===== src/rtl/dma_seq_pkg.sv =====
package dma_seq_pkg;

    localparam int REG_W  = 32;
    localparam int LEN_W  = REG_W / 2;
    localparam int BLEN_W = 8;
    localparam int CMD_W  = 4;
    localparam int BE_W   = 4;
    localparam int IDX_W  = 3;
    localparam int STEP   = 4;

    // control word bit positions
    localparam int C_GO_RD   = 0;
    localparam int C_GO_WR   = 1;
    localparam int C_IRQ_EN  = 2;
    localparam int C_PREF_WR = 3;
    localparam int C_BE_WORD = 4;
    localparam int C_TERM    = 5;
    localparam int C_BLEN_LO = 8;
    localparam int C_BE_LO   = 16;
    localparam int C_RCMD_LO = 20;
    localparam int C_WCMD_LO = 24;

    localparam logic [IDX_W-1:0] IDX_RADDR = 3'd0;
    localparam logic [IDX_W-1:0] IDX_WADDR = 3'd1;
    localparam logic [IDX_W-1:0] IDX_LEN   = 3'd2;
    localparam logic [IDX_W-1:0] IDX_CTRL  = 3'd3;
    localparam logic [IDX_W-1:0] IDX_STAT  = 3'd4;

    typedef enum logic [2:0] {
        S_IDLE,
        S_BURST,
        S_HOLD,
        S_WAIT_DONE,
        S_CLOSE
    } seq_state_t;

    function automatic logic is_read_cmd(input logic [CMD_W-1:0] c);
        case (c)
            4'h0, 4'h2, 4'h6, 4'hA, 4'hC, 4'hE: return 1'b1;
            default:                            return 1'b0;
        endcase
    endfunction

endpackage


===== src/rtl/dma_regs.sv =====
module dma_regs
    import dma_seq_pkg::*;
(
    input  logic              clk,
    input  logic              rst_n,
    input  logic              we,
    input  logic [IDX_W-1:0]  idx,
    input  logic [REG_W-1:0]  wdata,
    output logic [REG_W-1:0]  rdata,
    input  logic              step_rd,
    input  logic              step_wr,
    input  logic              fin_rd,
    input  logic              fin_wr,
    output logic [REG_W-1:0]  rd_addr,
    output logic [REG_W-1:0]  wr_addr,
    output logic [LEN_W-1:0]  rd_len,
    output logic [LEN_W-1:0]  wr_len,
    output logic              go_rd,
    output logic              go_wr,
    output logic              prefer_wr,
    output logic              be_word,
    output logic              term_empty,
    output logic [BLEN_W-1:0] blen,
    output logic [BE_W-1:0]   be_n,
    output logic [CMD_W-1:0]  rd_cmd,
    output logic [CMD_W-1:0]  wr_cmd,
    output logic              irq
);

    logic [REG_W-1:2] ctrl_q;
    logic             rd_done, wr_done;
    logic             ctrl_wr, stat_wr;

    assign ctrl_wr = we && (idx == IDX_CTRL);
    assign stat_wr = we && (idx == IDX_STAT);

    always_ff @(posedge clk) begin
        if (!rst_n) begin
            rd_addr <= '0;
            wr_addr <= '0;
            rd_len  <= '0;
            wr_len  <= '0;
            ctrl_q  <= '0;
            go_rd   <= 1'b0;
            go_wr   <= 1'b0;
            rd_done <= 1'b0;
            wr_done <= 1'b0;
        end else begin
            if (we && idx == IDX_RADDR)
                rd_addr <= wdata;
            else if (step_rd)
                rd_addr <= rd_addr + REG_W'(STEP);

            if (we && idx == IDX_WADDR)
                wr_addr <= wdata;
            else if (step_wr)
                wr_addr <= wr_addr + REG_W'(STEP);

            if (we && idx == IDX_LEN) begin
                rd_len <= wdata[LEN_W-1:0];
                wr_len <= wdata[REG_W-1:LEN_W];
            end else begin
                if (step_rd) rd_len <= rd_len - 1'b1;
                if (step_wr) wr_len <= wr_len - 1'b1;
            end

            if (ctrl_wr) begin
                ctrl_q <= wdata[REG_W-1:2];
                if (wdata[C_GO_RD] && rd_len != '0 &&
                    is_read_cmd(wdata[C_RCMD_LO +: CMD_W]))
                    go_rd <= 1'b1;
                if (wdata[C_GO_WR] && wr_len != '0 &&
                    !is_read_cmd(wdata[C_WCMD_LO +: CMD_W]))
                    go_wr <= 1'b1;
            end
            if (fin_rd) go_rd <= 1'b0;
            if (fin_wr) go_wr <= 1'b0;

            if (fin_rd)                  rd_done <= 1'b1;
            else if (stat_wr && wdata[0]) rd_done <= 1'b0;
            if (fin_wr)                  wr_done <= 1'b1;
            else if (stat_wr && wdata[1]) wr_done <= 1'b0;
        end
    end

    assign prefer_wr  = ctrl_q[C_PREF_WR];
    assign be_word    = ctrl_q[C_BE_WORD];
    assign term_empty = ctrl_q[C_TERM];
    assign blen       = ctrl_q[C_BLEN_LO +: BLEN_W];
    assign be_n       = ctrl_q[C_BE_LO +: BE_W];
    assign rd_cmd     = ctrl_q[C_RCMD_LO +: CMD_W];
    assign wr_cmd     = ctrl_q[C_WCMD_LO +: CMD_W];
    assign irq        = ctrl_q[C_IRQ_EN] && (rd_done || wr_done);

    always_comb begin
        case (idx)
            IDX_RADDR: rdata = rd_addr;
            IDX_WADDR: rdata = wr_addr;
            IDX_LEN:   rdata = {wr_len, rd_len};
            IDX_CTRL:  rdata = {ctrl_q, go_wr, go_rd};
            IDX_STAT:  rdata = {{(REG_W-2){1'b0}}, wr_done, rd_done};
            default:   rdata = '0;
        endcase
    end

endmodule


===== src/rtl/dma_arb.sv =====
module dma_arb (
    input  logic pend_rd,
    input  logic pend_wr,
    input  logic prefer_wr,
    output logic pend_any,
    output logic pick_wr
);

    assign pend_any = pend_rd || pend_wr;
    assign pick_wr  = pend_wr && (!pend_rd || prefer_wr);

endmodule


===== src/rtl/dma_burst_fsm.sv =====
module dma_burst_fsm
    import dma_seq_pkg::*;
(
    input  logic              clk,
    input  logic              rst_n,
    input  logic              pend_any,
    input  logic              pick_wr,
    input  logic [LEN_W-1:0]  rd_len,
    input  logic [LEN_W-1:0]  wr_len,
    input  logic [BLEN_W-1:0] blen,
    input  logic [CMD_W-1:0]  rd_cmd,
    input  logic [CMD_W-1:0]  wr_cmd,
    input  logic [BE_W-1:0]   be_cfg,
    input  logic              be_word_cfg,
    input  logic              term_cfg,
    input  logic              core_wr_ack,
    input  logic              core_rd_valid,
    input  logic              core_wr_done,
    output logic              mreq,
    output logic [CMD_W-1:0]  mcmd,
    output logic [BE_W-1:0]   m_be_n,
    output logic              m_be_per_word,
    output logic              m_rd_term_empty,
    output logic              one_left,
    output logic              two_left,
    output logic              step_rd,
    output logic              step_wr,
    output logic              fin_rd,
    output logic              fin_wr
);

    seq_state_t       state;
    logic             cur_wr;
    logic [LEN_W-1:0] burst_left;
    logic [LEN_W-1:0] sel_len, blen_ext, grant_size;
    logic             phase;

    assign sel_len    = pick_wr ? wr_len : rd_len;
    assign blen_ext   = {{(LEN_W-BLEN_W){1'b0}}, blen};
    assign grant_size = (blen == '0 || sel_len <= blen_ext) ? sel_len : blen_ext;
    assign phase      = cur_wr ? core_wr_ack : core_rd_valid;

    // state register and latched burst context
    always_ff @(posedge clk) begin
        if (!rst_n) begin
            state           <= S_IDLE;
            cur_wr          <= 1'b0;
            burst_left      <= '0;
            mcmd            <= '0;
            m_be_n          <= '0;
            m_be_per_word   <= 1'b0;
            m_rd_term_empty <= 1'b0;
        end else begin
            unique case (state)
                S_IDLE: begin
                    if (pend_any) begin
                        cur_wr          <= pick_wr;
                        burst_left      <= grant_size;
                        mcmd            <= pick_wr ? wr_cmd : rd_cmd;
                        m_be_n          <= be_cfg;
                        m_be_per_word   <= be_word_cfg;
                        m_rd_term_empty <= term_cfg;
                        state           <= S_BURST;
                    end
                end
                S_BURST: begin
                    if (phase) begin
                        burst_left <= burst_left - 1'b1;
                        if (burst_left == LEN_W'(1))
                            state <= S_HOLD;
                    end
                end
                S_HOLD:      state <= cur_wr ? S_WAIT_DONE : S_CLOSE;
                S_WAIT_DONE: if (core_wr_done) state <= S_CLOSE;
                S_CLOSE:     state <= S_IDLE;
                default:     state <= S_IDLE;
            endcase
        end
    end

    // outputs decoded from state
    always_comb begin
        logic flags_on;
        mreq     = (state == S_BURST) || (state == S_HOLD);
        step_rd  = (state == S_BURST) && !cur_wr && phase;
        step_wr  = (state == S_BURST) &&  cur_wr && phase;
        fin_rd   = (state == S_CLOSE) && !cur_wr && (rd_len == '0);
        fin_wr   = (state == S_CLOSE) &&  cur_wr && (wr_len == '0);
        flags_on = (state == S_BURST) && !cur_wr &&
                   !(m_be_per_word && m_rd_term_empty);
        one_left = flags_on && (burst_left == LEN_W'(1));
        two_left = flags_on && (burst_left == LEN_W'(2));
    end

endmodule


===== src/rtl/dma_seq.sv =====
module dma_seq
    import dma_seq_pkg::*;
(
    input  logic              clk,
    input  logic              rst_n,
    input  logic              reg_we,
    input  logic [IDX_W-1:0]  reg_idx,
    input  logic [REG_W-1:0]  reg_wdata,
    output logic [REG_W-1:0]  reg_rdata,
    output logic              mreq,
    output logic [CMD_W-1:0]  mcmd,
    output logic [REG_W-1:0]  m_rd_addr,
    output logic [REG_W-1:0]  m_wr_addr,
    output logic [BE_W-1:0]   m_be_n,
    output logic              m_be_per_word,
    output logic              m_rd_term_empty,
    output logic              m_one_left,
    output logic              m_two_left,
    input  logic              core_wr_ack,
    input  logic              core_rd_valid,
    input  logic              core_wr_done,
    output logic              irq
);

    logic              step_rd, step_wr, fin_rd, fin_wr;
    logic [LEN_W-1:0]  rd_len, wr_len;
    logic              go_rd, go_wr, prefer_wr, be_word, term_empty;
    logic [BLEN_W-1:0] blen;
    logic [BE_W-1:0]   be_cfg;
    logic [CMD_W-1:0]  rd_cmd, wr_cmd;
    logic              pend_any, pick_wr;

    dma_regs u_regs (
        .clk        (clk),
        .rst_n      (rst_n),
        .we         (reg_we),
        .idx        (reg_idx),
        .wdata      (reg_wdata),
        .rdata      (reg_rdata),
        .step_rd    (step_rd),
        .step_wr    (step_wr),
        .fin_rd     (fin_rd),
        .fin_wr     (fin_wr),
        .rd_addr    (m_rd_addr),
        .wr_addr    (m_wr_addr),
        .rd_len     (rd_len),
        .wr_len     (wr_len),
        .go_rd      (go_rd),
        .go_wr      (go_wr),
        .prefer_wr  (prefer_wr),
        .be_word    (be_word),
        .term_empty (term_empty),
        .blen       (blen),
        .be_n       (be_cfg),
        .rd_cmd     (rd_cmd),
        .wr_cmd     (wr_cmd),
        .irq        (irq)
    );

    dma_arb u_arb (
        .pend_rd   (go_rd),
        .pend_wr   (go_wr),
        .prefer_wr (prefer_wr),
        .pend_any  (pend_any),
        .pick_wr   (pick_wr)
    );

    dma_burst_fsm u_fsm (
        .clk             (clk),
        .rst_n           (rst_n),
        .pend_any        (pend_any),
        .pick_wr         (pick_wr),
        .rd_len          (rd_len),
        .wr_len          (wr_len),
        .blen            (blen),
        .rd_cmd          (rd_cmd),
        .wr_cmd          (wr_cmd),
        .be_cfg          (be_cfg),
        .be_word_cfg     (be_word),
        .term_cfg        (term_empty),
        .core_wr_ack     (core_wr_ack),
        .core_rd_valid   (core_rd_valid),
        .core_wr_done    (core_wr_done),
        .mreq            (mreq),
        .mcmd            (mcmd),
        .m_be_n          (m_be_n),
        .m_be_per_word   (m_be_per_word),
        .m_rd_term_empty (m_rd_term_empty),
        .one_left        (m_one_left),
        .two_left        (m_two_left),
        .step_rd         (step_rd),
        .step_wr         (step_wr),
        .fin_rd          (fin_rd),
        .fin_wr          (fin_wr)
    );

endmodule


===== config.mk =====
export PLATFORM = sky130hd
export DESIGN_NAME = dma_seq
export DESIGN_NICKNAME = d
export VERILOG_FILES = /design/src/rtl/dma_seq_pkg.sv /design/src/rtl/dma_regs.sv /design/src/rtl/dma_arb.sv /design/src/rtl/dma_burst_fsm.sv /design/src/rtl/dma_seq.sv
export SDC_FILE = /design/constraint.sdc
export NUM_CORES = 1
export LEC_CHECK = 0
export BUFFER_PORTS_ARGS = -buffer_cell sky130_fd_sc_hd__clkbuf_2
export CAP_MARGIN = 20
export CORE_MARGIN = 3
export CORE_UTILIZATION = 57
export DETAILED_ROUTE_END_ITERATION = 10
export GPL_ROUTABILITY_DRIVEN = 0
export PLACE_DENSITY_LB_ADDON = 0.08
export SYNTH_ARGS = -nofsm -noshare
export SYNTH_HDL_FRONTEND = slang
export SYNTH_SLANG_ARGS = --single-unit

===== constraint.sdc =====
create_clock -name clk -period 4 [get_ports clk]
set_input_delay 0.8 -clock clk [delete_from_list [all_inputs] [get_ports clk]]
set_output_delay 0.8 -clock clk [all_outputs]
set_load 0.02 [all_outputs]

==> results by stage <==
Run status:
- The run finished with clean final reports.

Global route:
- The total overflow left after global routing is 0.
- The via count of the first global-routing pass came to 8744.
- Global routing used 35.1% of the available tracks.
- Entering global routing, the biggest net connects 63 pins.
- The first-pass GRT wire length is 49200 um.
- The number of antenna violations at the first check in global routing was 0.

Critical path:
- Traced cell by cell, the critical path runs through nand2b_1 -> nand2_1 -> mux2i_1 -> inv_1 -> ha_1 -> nand4_1 -> nor2_1 -> a211oi_1 -> o31ai_4 -> or3_1 -> and4_1.
- The critical path capture point type is a flop.
- STA puts the critical path data required time at 4330 ps.
- The worst register-to-register path has a setup slack of 600 ps.
- The worst-path maximum fanout is 19.
- The count of cells along the worst register-to-register path is 11.
- The worst setup path is of the reg2reg kind.
- The endpoint arrival time on the critical path is 3730 ps.
- The cell family with the largest share of critical-path delay is simple AND/OR/NAND/NOR gates.
- The worst setup path is launched from a flop.
- The startpoint identified for the worst register-to-register timing path is u_regs.go_rd.
- The largest incremental delay on the critical path is 600 ps.
- The slowest stage of the critical path is the sky130_fd_sc_hd__nand2_1 cell.
- Together, buffers and inverters on the worst path number 1.
- The depth of the critical timing path with buffers and inverters included is 11.
- The worst register-to-register path ends at u_fsm.burst_left[0].

Flow run:
- The max-capacitance violation count is 0.

Die:
- The number of primary I/O pins is 151.
- The number of rows in the core area is 45.
- The horizontal extent of the die is 132 um.
- The die covers 17500 um^2.
- Once the floorplan was initialized, standard cells occupied 59.0% of the core.
- In this run the standard cell core region covers 15400 um^2.
- The die extent in y is 132 um.

Cells and area:
- The area used by multi-input combinational logic is 5470 um^2.
- The library cell used most frequently in the layout, excluding fill and tap cells, is sky130_fd_sc_hd__nand2_1.
- After filler insertion, the fill cell instance count of the layout stands at 1365.
- The share of layout cells above drive strength 1 is 17.8%.
- The net total in the final layout is 1366.
- The synthesis-to-finish area growth is 17.4%.
- The flip-flop and latch area is 3200 um^2.
- The final cell area excluding filler cells is 10600 um^2.
- The antenna diode instance count is 0.
- In the layout the commonest cells are sky130_fd_sc_hd__nand2_1 (193), sky130_fd_sc_hd__dfxtp_1 (160), sky130_fd_sc_hd__clkbuf_2 (150).

Clock tree:
- The number of gates resized after CTS was 0.
- The root buffer cell chosen for the clock tree is sky130_fd_sc_hd__clkbuf_16.
- The maximum level of the CTS H-tree is 4.
- TritonCTS built the clock tree.
- Post-CTS timing repair inserted 0 buffers for setup.
- Counting every sink on the clock net gives 160.
- The number of buffers created by CTS is 17.
- Clock latency on the worst-skew pair, taken at its later pin, is 440 ps.
- The clock passes through at most 2 buffers.
- After clock tree synthesis, the flow added hold-fix buffers numbering 0.
- Clock-pin slew was measured on the worst setup and hold paths at 70 ps.

STA:
- The worst path uses 85.1% of the clock period.
- The minimum clock period after layout is 3400 ps.
- Setup repair after global routing left no endpoint under its margin.
- The number of pins with negative max-slew slack in the final report is 0.
- The total count of hold-check failures in the final report is 0.
- The setup-violating endpoint count in the final report is 0.
- At the pin with the least slew margin, the transition time is 842 ps.
- The setup total negative slack is 0 ps.
- The tightest slew margin relative to the limit is 43.6%.
- Derived from the worst setup path, the maximum achievable clock frequency is 0.294 GHz.
- Across the routed clock network, the largest skew measured is 16.4 ps.

Synthesis:
- The share of the yosys chip area belonging to registers is 35.3%.
- The combined area of all synthesized cells is 9070 um^2.
- During synthesis, Yosys emitted a total of 0 warnings.
- The count of cell types in the netlist is 63.
- The most instantiated flip-flop cell in the synthesis netlist is sky130_fd_sc_hd__dfxtp_1.
- The number of enable-type register cells in the synthesized netlist is 0.
- For this run, asynchronously set or reset flops after synthesis account for 0%.
- Counting every net in the synthesized netlist gives 1248.
- The average footprint of a synthesized cell is 7.61 um^2.
- The synthesis-stage register bit count is 160.
- The cell count after synthesis is 1192.

Detailed routing:
- The number of antenna-violating nets in the routed design is 0.
- The average wire per cell in the routed design is 20.4 um.
- After detailed routing, the number of remaining DRC violations is 0.
- The total vias in the final route is 9704.
- The via density per instance is 6.33.
- After detailed routing, the total wire length is 31300 um.
- The initial detailed-routing violation count is 1058.
- The first-pass iteration count of the detailed router is 5.

Pwr:
- For this design the static power due to leakage is 0.00420 uW.
- The worst voltage drop across the vdd grid is 330 uV.
- The areal power density over the cells is 475 nW/um^2.

Hold path:
- The startpoint of the most critical hold path is u_fsm.m_be_n[3].
- The class of the tightest hold or removal check is reg2reg.
- Counting instances, the worst hold path has a depth of 2.
- The worst hold path terminates at u_fsm.m_be_n[3].

Placed design:
- In this run the cell area measured after placement is 10000 um^2.
- The count of buffers added on input and output ports is 150.
- Detailed placement finished with a half-perimeter wire length of 22500 um.
cell families after synthesis:
kind of cell / count (synthesis) / synth area share [%]
xor gates and xnor gates: 85 / 8.21
DFF: 160 / 35.3
buffers and inverters: 108 / 4.52
muxes: 17 / 1.89
and+or+nand+nor: 479 / 24.7
adders and majority gates: 15 / 2.07
AOI/OAI and AO/OA: 328 / 23.3
cells in the mapped netlist (all sizes together) (8+ instances only):
cell type,instances,share of area (%)
mux2i,16,1.8
clkbuf,75,3.1
nand3,37,2.1
o21ai,68,3.8
nor3,23,1.3
a211oi,45,3.7
inv,27,1.1
nor2,108,4.5
nor2b,9,0.62
nand2,195,8.1
or3,14,0.97
xor2,48,4.6
and2,11,0.76
a22oi,65,5.4
a311oi,13,1.3
nor4,18,1.4
xnor2,37,3.6
nand4,26,1.8
and3,8,0.55
dfxtp,160,35
ha,15,2.1
a21oi,103,5.7
power breakdown:
part | internal [uW] | total, uW | switching (uW)
Combinational | 547 | 1460 | 918
Clock | 965 | 1690 | 722
Sequential | 1710 | 1900 | 191
Total | 3220 | 5050 | 1830
layout make-up:
class,count,area share (%)
clock buffers,19,4.25
clock inverters,13,1.41
inverters,27,0.964
multi-input cells,924,51.4
flip-flops and latches,160,30.1
well taps,211,2.48
repair buffers,180,9.40
worst min-delay path: stages, from the launching register on:
cell	delay, ps
sky130_fd_sc_hd__dfxtp_1	310
sky130_fd_sc_hd__nand2_1	50
sky130_fd_sc_hd__a21oi_1	50
worst max path at each step:
stage / slack (ps) / to / start
after floorplan: 810 / reg_rdata[18] / reg_idx[0]
after global placement: 780 / u_fsm.burst_left[0] / u_regs.ctrl_q[3]
after detailed placement: 650 / u_fsm.burst_left[0] / u_regs.go_rd
after CTS: 640 / u_fsm.burst_left[0] / u_regs.go_rd
after global routing: 240 / u_fsm.burst_left[15] / u_regs.go_rd
final: 600 / u_fsm.burst_left[0] / u_regs.go_rd
sequential cells by signal, summed over array words and instances (netlist names):
register               flops
u_fsm.mcmd                 4
u_regs.go_wr               1
u_regs.go_rd               1
u_regs.wr_addr            32
u_regs.wr_len             16
u_regs.rd_addr            32
u_fsm.m_be_n               4
u_regs.rd_done             1
u_fsm.state                3
u_regs.ctrl_q             30
u_fsm.m_rd_term_empty      1
u_fsm.m_be_per_word        1
u_fsm.burst_left          16
u_regs.wr_done             1
u_fsm.cur_wr               1
u_regs.rd_len             16
through the flow:
stage	setup slack [ps]	std cells	util, %	total power [uW]	hold slack, ps
global route	242	1534	69.3	5290	482
CTS	638	1533	69.1	5010	457
finish	597	1534	69.3	5050	455
detailed placement	654	1501	65.2	3360	447
floorplan	807	1192	-	2940	436
global placement	785	1501	65.2	3340	444
routing by layer:
metal | GRT usage (%) | share of wire [%] | vias to the layer above
li1 | - | - | 4498
met3 | 8.02 | 11 | 67
met4 | 11.3 | 2.5 | 0
met1 | 50.0 | 42 | 4559
met5 | 0 | 0 | -
met2 | 52.7 | 45 | 580
No activity file was read; power rests on OpenSTA's default activity.
